File: config.mk
export PLATFORM = sky130hd
export DESIGN_NAME = pkt_xbar
export DESIGN_NICKNAME = d
export VERILOG_FILES = /design/src/rtl/pxb_pkg.sv /design/src/rtl/pxb_route_regs.sv /design/src/rtl/pxb_out_arb.sv /design/src/rtl/pkt_xbar.sv
export SDC_FILE = /design/constraint.sdc
export NUM_CORES = 1
export LEC_CHECK = 0
export ABC_CLOCK_PERIOD_IN_PS = 3150
export BUFFER_PORTS_ARGS = -buffer_cell sky130_fd_sc_hd__buf_2
export CAP_MARGIN = 20
export CORE_AREA = 5 5 122 124
export DETAILED_ROUTE_END_ITERATION = 8
export DIE_AREA = 0 0 127 129
export GPL_ROUTABILITY_DRIVEN = 0
export GPL_TIMING_DRIVEN = 0
export HOLD_SLACK_MARGIN = 0.12
export PLACE_DENSITY = 0.85
export SLEW_MARGIN = 5
export SYNTH_ARGS = -nofsm -noshare
export SYNTH_HDL_FRONTEND = slang
export SYNTH_SLANG_ARGS = --single-unit
File: constraint.sdc
create_clock -name clk -period 3.15 [get_ports clk]
set_input_delay 0.63 -clock clk [delete_from_list [all_inputs] [get_ports clk]]
set_output_delay 0.63 -clock clk [all_outputs]
set_load 0.1 [all_outputs]
File: src/rtl/pxb_pkg.sv
package pxb_pkg;
  // index width that is never zero
  function automatic int idx_w(input int n);
    return (n > 1) ? $clog2(n) : 1;
  endfunction
endpackage

File: src/rtl/pxb_route_regs.sv
module pxb_route_regs #(
  parameter int N_IN  = 4,
  parameter int N_OUT = 4,
  localparam int IW   = pxb_pkg::idx_w(N_IN),
  localparam int DSTW = pxb_pkg::idx_w(N_OUT)
) (
  input  logic                       clk,
  input  logic                       rst,
  input  logic                       cfg_we,
  input  logic [IW-1:0]              cfg_addr,
  input  logic [DSTW:0]              cfg_wdata,
  output logic [N_IN-1:0]            route_ok,
  output logic [N_IN-1:0][DSTW-1:0]  route_dst
);
  localparam logic [DSTW:0] NOUT_V = (DSTW+1)'(N_OUT);

  for (genvar i = 0; i < N_IN; i++) begin : g_reg
    always_ff @(posedge clk) begin
      if (rst) begin
        route_ok[i]  <= 1'b0;
        route_dst[i] <= '0;
      end else if (cfg_we && cfg_addr == IW'(i)) begin
        route_ok[i]  <= cfg_wdata[DSTW] &&
                        ({1'b0, cfg_wdata[DSTW-1:0]} < NOUT_V);
        route_dst[i] <= cfg_wdata[DSTW-1:0];
      end
    end
  end
endmodule

File: src/rtl/pxb_out_arb.sv
module pxb_out_arb #(
  parameter int N_IN = 4,
  localparam int IW  = pxb_pkg::idx_w(N_IN)
) (
  input  logic            clk,
  input  logic            rst,
  input  logic [N_IN-1:0] req,
  input  logic            room,
  input  logic            done,
  output logic            busy,
  output logic [IW-1:0]   owner
);
  logic [IW-1:0] ptr;
  logic [IW-1:0] pick;
  logic          pick_vld;

  // search starts one past the input served last
  always_comb begin
    pick_vld = 1'b0;
    pick     = '0;
    for (int k = 1; k <= N_IN; k++) begin
      int cand;
      cand = int'(ptr) + k;
      if (cand >= N_IN) cand = cand - N_IN;
      if (!pick_vld && req[cand]) begin
        pick_vld = 1'b1;
        pick     = IW'(cand);
      end
    end
  end

  always_ff @(posedge clk) begin
    if (rst) begin
      busy  <= 1'b0;
      owner <= '0;
      ptr   <= IW'(N_IN - 1);
    end else if (busy) begin
      if (done) busy <= 1'b0;
    end else if (room && pick_vld) begin
      busy  <= 1'b1;
      owner <= pick;
      ptr   <= pick;
    end
  end
endmodule

File: src/rtl/pkt_xbar.sv
module pkt_xbar #(
  parameter int N_IN  = 4,
  parameter int N_OUT = 4,
  parameter int DW    = 32,
  localparam int IW   = pxb_pkg::idx_w(N_IN),
  localparam int DSTW = pxb_pkg::idx_w(N_OUT)
) (
  input  logic                      clk,
  input  logic                      rst,
  input  logic                      cfg_we,
  input  logic [IW-1:0]             cfg_addr,
  input  logic [DSTW:0]             cfg_wdata,
  input  logic [N_IN-1:0][DW-1:0]   in_data,
  input  logic [N_IN-1:0]           in_valid,
  input  logic [N_IN-1:0]           in_last,
  input  logic [N_IN-1:0]           in_meta,
  output logic [N_IN-1:0]           in_ready,
  output logic [N_OUT-1:0][DW-1:0]  out_data,
  output logic [N_OUT-1:0]          out_valid,
  output logic [N_OUT-1:0]          out_last,
  output logic [N_OUT-1:0]          out_meta,
  input  logic [N_OUT-1:0]          out_ready,
  input  logic [N_OUT-1:0]          out_room
);
  logic [N_IN-1:0]            route_ok;
  logic [N_IN-1:0][DSTW-1:0]  route_dst;
  logic [N_OUT-1:0]           arb_busy;
  logic [N_OUT-1:0][IW-1:0]   arb_owner;
  logic [N_OUT-1:0][N_IN-1:0] arb_req;
  logic [N_OUT-1:0]           arb_done;
  logic [N_IN-1:0]            in_owned;

  pxb_route_regs #(.N_IN(N_IN), .N_OUT(N_OUT)) u_regs (
    .clk(clk), .rst(rst), .cfg_we(cfg_we), .cfg_addr(cfg_addr),
    .cfg_wdata(cfg_wdata), .route_ok(route_ok), .route_dst(route_dst)
  );

  // which inputs already hold a grant somewhere, and their ready
  always_comb begin
    in_owned = '0;
    in_ready = '0;
    for (int o = 0; o < N_OUT; o++) begin
      for (int i = 0; i < N_IN; i++) begin
        if (arb_busy[o] && arb_owner[o] == IW'(i)) begin
          in_owned[i] = 1'b1;
          in_ready[i] = out_ready[o];
        end
      end
    end
  end

  always_comb begin
    for (int o = 0; o < N_OUT; o++) begin
      for (int i = 0; i < N_IN; i++) begin
        arb_req[o][i] = in_valid[i] && route_ok[i] && !in_owned[i] &&
                        route_dst[i] == DSTW'(o);
      end
    end
  end

  // output side: mux of the owning input
  always_comb begin
    for (int o = 0; o < N_OUT; o++) begin
      out_valid[o] = 1'b0;
      out_data[o]  = '0;
      out_last[o]  = 1'b0;
      out_meta[o]  = 1'b0;
      for (int i = 0; i < N_IN; i++) begin
        if (arb_busy[o] && arb_owner[o] == IW'(i)) begin
          out_valid[o] = in_valid[i];
          out_data[o]  = in_data[i];
          out_last[o]  = in_last[i];
          out_meta[o]  = in_meta[i];
        end
      end
      arb_done[o] = out_valid[o] && out_ready[o] && out_last[o];
    end
  end

  for (genvar o = 0; o < N_OUT; o++) begin : g_out
    pxb_out_arb #(.N_IN(N_IN)) u_arb (
      .clk(clk), .rst(rst), .req(arb_req[o]), .room(out_room[o]),
      .done(arb_done[o]), .busy(arb_busy[o]), .owner(arb_owner[o])
    );
  end
endmodule

# == Yosys cells after proc, flatten, opt, wreduce, memory -nomap -nowiden ==
# Cells that the tools add are included.
# word_totals
register_bits,32
latchBits,0
ramBits,0
mem_bits_ro,0
in_bits,156
out_inout_bits,144
elab_cells,416
memories,0
# classes
n_addsub,32
n_mul,0
div,0
n_lt_le_gt_ge,32
n_eq_ne,27
shifts,0
mux,204
bitwise_logic,4
n_reduce_logical,97
# ops
cell,count
32-bit two-way mux,32
32-bit by 4-bit greater-or-equal comparator with 1-bit output (second input constant),16
32-bit by 4-bit < comparator with 1-bit output (second input constant),16
32-bit by 4-bit subtractor with 32-bit output (second input constant),16
1-bit two-way mux,140
1-bit logical AND,68
2-bit equality test (second input constant),18
1-bit binary-select mux with 2-bit select,16
2-bit two-way mux,16
2-bit by 2-bit adder with 3-bit output (second input constant),8
2-bit by 1-bit equality test with 1-bit output (second input constant),9
2-bit logical NOT,9
2-bit by 3-bit adder with 4-bit output (second input constant),4
1-bit logical NOT,16
2-bit by 1-bit adder with 3-bit output (second input constant),4
2-bit AND reduction,4
1-bit NOT,4

# == Longest topological paths before layout ==
# depth
word_depth,25
depth_mapped,10

# == Modules after synthesis ==
# A second synthesis with hierarchy kept.
# hier_totals
cells_unflattened,615
hier_area_um2,6343.6
# modules_own_cells
mod,n_inst,cells_per_inst,area_each_um2
pkt_xbar,1,435,4590.7
pxb_out_arb,4,34,314.1
pxb_route_regs,1,44,496.7

# == Worst setup path after synthesis ==
# Ideal clock, no wire load.
# synth_timing
path_type,reg2out
startpoint,reg g_out[3].u_arb.owner[1]
endpoint,out in_ready[2]
t_arrival_ps,3325
required_time_ps,2520
slack_ps,-805
stages_incl_launch_ff,5
path_buffers,2
path_cell_list,dfxtp_1 -> buf_1 -> clkbuf_1 -> nand3_1 -> o21ai_0
# synth_via
elab_chain_len,3
# synth_rtl
element,line,rtl
"start, declared",pxb_out_arb.sv:11,output logic [IW-1:0] owner
"start signal, assigned",pxb_out_arb.sv:41,owner <= pick;
2-bit equality test,pkt_xbar.sv:44,if (arb_busy[o] && arb_owner[o] == IW'(i)) begin
1-bit logical AND,pkt_xbar.sv:44,
1-bit two-way mux,pkt_xbar.sv:44,
"end, declared",pkt_xbar.sv:17,"output logic [N_IN-1:0] in_ready,"
# No other way between the ends.

# == Worst setup path after layout ==
# layout_timing
startpoint,reg g_out[0].u_arb.owner[1]
endpoint,out out_last[0]
# layout_via
elab_chain_len,6
word_cells_on_any_way,12
# layout_rtl
element,line,rtl
"start, declared",pxb_out_arb.sv:11,
"start signal, assigned",pxb_out_arb.sv:41,
2-bit logical NOT,pkt_xbar.sv:69,if (arb_busy[o] && arb_owner[o] == IW'(i)) begin
1-bit logical AND,pkt_xbar.sv:69,
1-bit two-way mux (3 in a row),pkt_xbar.sv:69,
1-bit two-way mux (*),pkt_xbar.sv:69,
"end, declared",pkt_xbar.sv:20,"output logic [N_OUT-1:0] out_last,"
# Every way passes the cells marked *; elsewhere a longest branch is shown, timed or not.

==> metrics <==
DRT iter0 DRCs=882; CP Data Arrival Time=2.40 ns; worst reg2reg startpoint=g_out[0].u_arb.busy; fmax=330.5 MHz; Yosys top cell area share=43.15%; TritonCTS clock tree=yes; most numerous cell in the Yosys netlist=and2_1; H-Tree Depth=2; R2R setup slack=0.27 ns; Setup Crit Path Kind=reg2out; vias=7161; Async SR Flop Fraction=0%; cell area after synthesis=0.006055 mm2; Final Hold Slack=0.5065 ns; Rows=43; Synth warnings=0; synthesis-to-layout area growth=31.87%; sequential element share of the synthesized area=10.58%; FF-to-FF End=g_out[1].u_arb.ptr[0]; Pins Over Slew Limit=0; cts hold-fix bufs=0; DP Wirelength=20470 um; worst path bufs/invs=3; die area=0.01638 mm2; share of cells above drive strength 1=50.16%; DP Area=0.007776 mm2; final setup fails=0; crit-path leading delay family=buffers and inverters; largest net degree at the start of global routing=11; synth top area cells=mux4_2, and2_1, dfxtp_1; Cell Chain, Critical Path=buf_6 -> clkbuf_1 -> mux4_2 -> and2_1 -> buf_2; clk sinks=32; power consumption=0.001416 W; most used routing layer=met2; Worst path slowest cell=clkbuf_1; GRT Residual Overflow=0; WP depth=5; post-synthesis cell count=619; Die Span Y=129 um; Post-synth EDFFs=0; power density over cell area=177.4 mW/mm2; initial core utilization=44.31%; overall routing resource usage=30.69%; max_cap viols=0; synth unique cells=52; Die W=127 um; Clock Skews=0.007179 ns; met2 usage=52.27%; most common flop cell mapped by yosys=dfxtp_1; Peak VDD IR=0.3038 mV; CP Capture Type=primary output; Max clock buf depth=2; vias per cell=6.481; number of CTS-inserted buffers=5; post-route cell area=0.007984 mm2; global-route wire length before repair=39290 um; RSZ-0062 raised after global routing=yes; GRT met1 Usage=38.29%; Slew @ Worst Pin=1.027 ns; WL/cell=23.72 um; TritonRoute pass-1 iters=5; Worst-path clk slew=0.05 ns; CP Capture Point=out_last[0]; Core ar.=0.01367 mm2; FF-to-FF path depth=7; setup ws final=0.1245 ns; slew margin rel.=30.89%; FF+latch count, synth=32; Core Util, Final=58.42%; status=finished, final reports clean; Tcrit/Tclk final=96.05%; Hold Vio Cnt, Final=0; Ports=300; worst-path fanout max=10; DRC Markers=0; clk_lat worst skew=0.28 ns; worst endpoint required time=2.52 ns; slowest stage delay, CP=0.72 ns; Hold Crit Class=reg2reg; vias in the first global route=6904; area leader, netlist=mux4_2; Static Leakage=3.624 nW; Post-synth top cells=and2_1, mux4_2, a22oi_1; Port Buffers=299; routed wire length=26220 um; Synth Area per Inst=9.781 um2; remaining antenna violation count=0; nets=1080; diode count=0; worst setup path startpoint=g_out[0].u_arb.owner[1]; met3 Use GR=6.974%; dpl ws=-0.4140 ns; Setup crit start kind=flip-flop; Min Clock Period, post-route=3.026 ns; initial antenna violation count=0; post-synth net total=775; clk root buf=clkbuf_16
## cells in the final DEF (no fill, tap or decap), types with 5 or more instances in the layout
cell type	netlist	routed
buf_2	3	307
and2_1	118	118
mux4_2	116	116
a22oi_1	49	49
nand2_1	47	47
dfxtp_1	32	32
nor2_1	30	30
clkbuf_1	37	23
a21oi_1	17	17
clkbuf_2	0	14
o21ai_0	18	14
mux2i_1	14	14
nand3_1	13	13
inv_1	12	12
clkbuf_4	0	9
nand2b_1	9	9
o211ai_1	8	8
and3b_1	7	7
o21ai_1	2	6
nor4_1	5	5
nor3_1	5	5
clkbuf_16	0	5
## report_power, final
part           switching [W]  internal (W)  total (W)
registers         0.00000890      0.000413   0.000422
clock network       0.000171      0.000315   0.000485
logic               0.000290      0.000219   0.000509
total               0.000470      0.000946    0.00142
## layout make-up
| cell class | count | area (um2) |
|---|---|---|
| Sequential cell | 32 | 640.6 |
| Clock buffer | 8 | 146.4 |
| Buffer | 58 | 302.8 |
| Inverter | 12 | 45.04 |
| Fill cell | 1197 | 5682 |
| Tap cell | 180 | 225.2 |
| Timing Repair Buffer | 299 | 1499 |
| Multi-Input combinational cell | 516 | 5125 |
## layer usage
layer	share of wire [%]	vias up
li1	-	3073
met1	35	3384
met2	49	599
met3	12	105
met4	4.7	0
met5	0	-
## worst min path at each step
stage	depth (start not counted)	endpoint	start
6_report	2	u_regs.route_ok[3]	u_regs.route_ok[3]
5_1_grt	2	u_regs.route_ok[0]	u_regs.route_ok[0]
4_1_cts	2	u_regs.route_ok[3]	u_regs.route_ok[3]
3_5_place_dp	2	u_regs.route_ok[3]	u_regs.route_ok[3]
3_3_place_gp	2	u_regs.route_ok[2]	u_regs.route_ok[2]
2_1_floorplan	2	u_regs.route_ok[2]	u_regs.route_ok[2]
## stage by stage
step / cells / TNS (ns)
floorplan: 619 / -0.05406
global placement: 1098 / -15.29
detailed placement: 1098 / -18.10
CTS: 1106 / 0
global route: 1105 / -0.006416
finish: 1105 / 0
## worst min-delay path, delay by kind of cell (launching register included)
family | cells | cell delay (ns)
flip-flops | 1 | 0.33
multiplexers | 1 | 0.07
AND/OR/NAND/NOR | 1 | 0.07
## sequential cells by signal (all words and copies together) (netlist names)
signal             flops
u_regs.route_ok        4
u_regs.route_dst       8
g_out.u_arb.busy       4
g_out.u_arb.owner      8
g_out.u_arb.ptr        8
## repair_timing
action / in CTS / in global routing
endpoints found under the hold margin: 0 / 0
pin swaps: 0 / 0
setup endpoints to repair: 113 / 80
resized for setup: 37 / 26
buffers inserted: 0 / 0
## logic make-up after synthesis
kind of cell / synth area share [%]
compound gates: 13.80
mux: 45.46
simple gates: 25.38
buf+inv: 4.774
flops: 10.58
No activity file was read; power rests on OpenSTA's default activity.
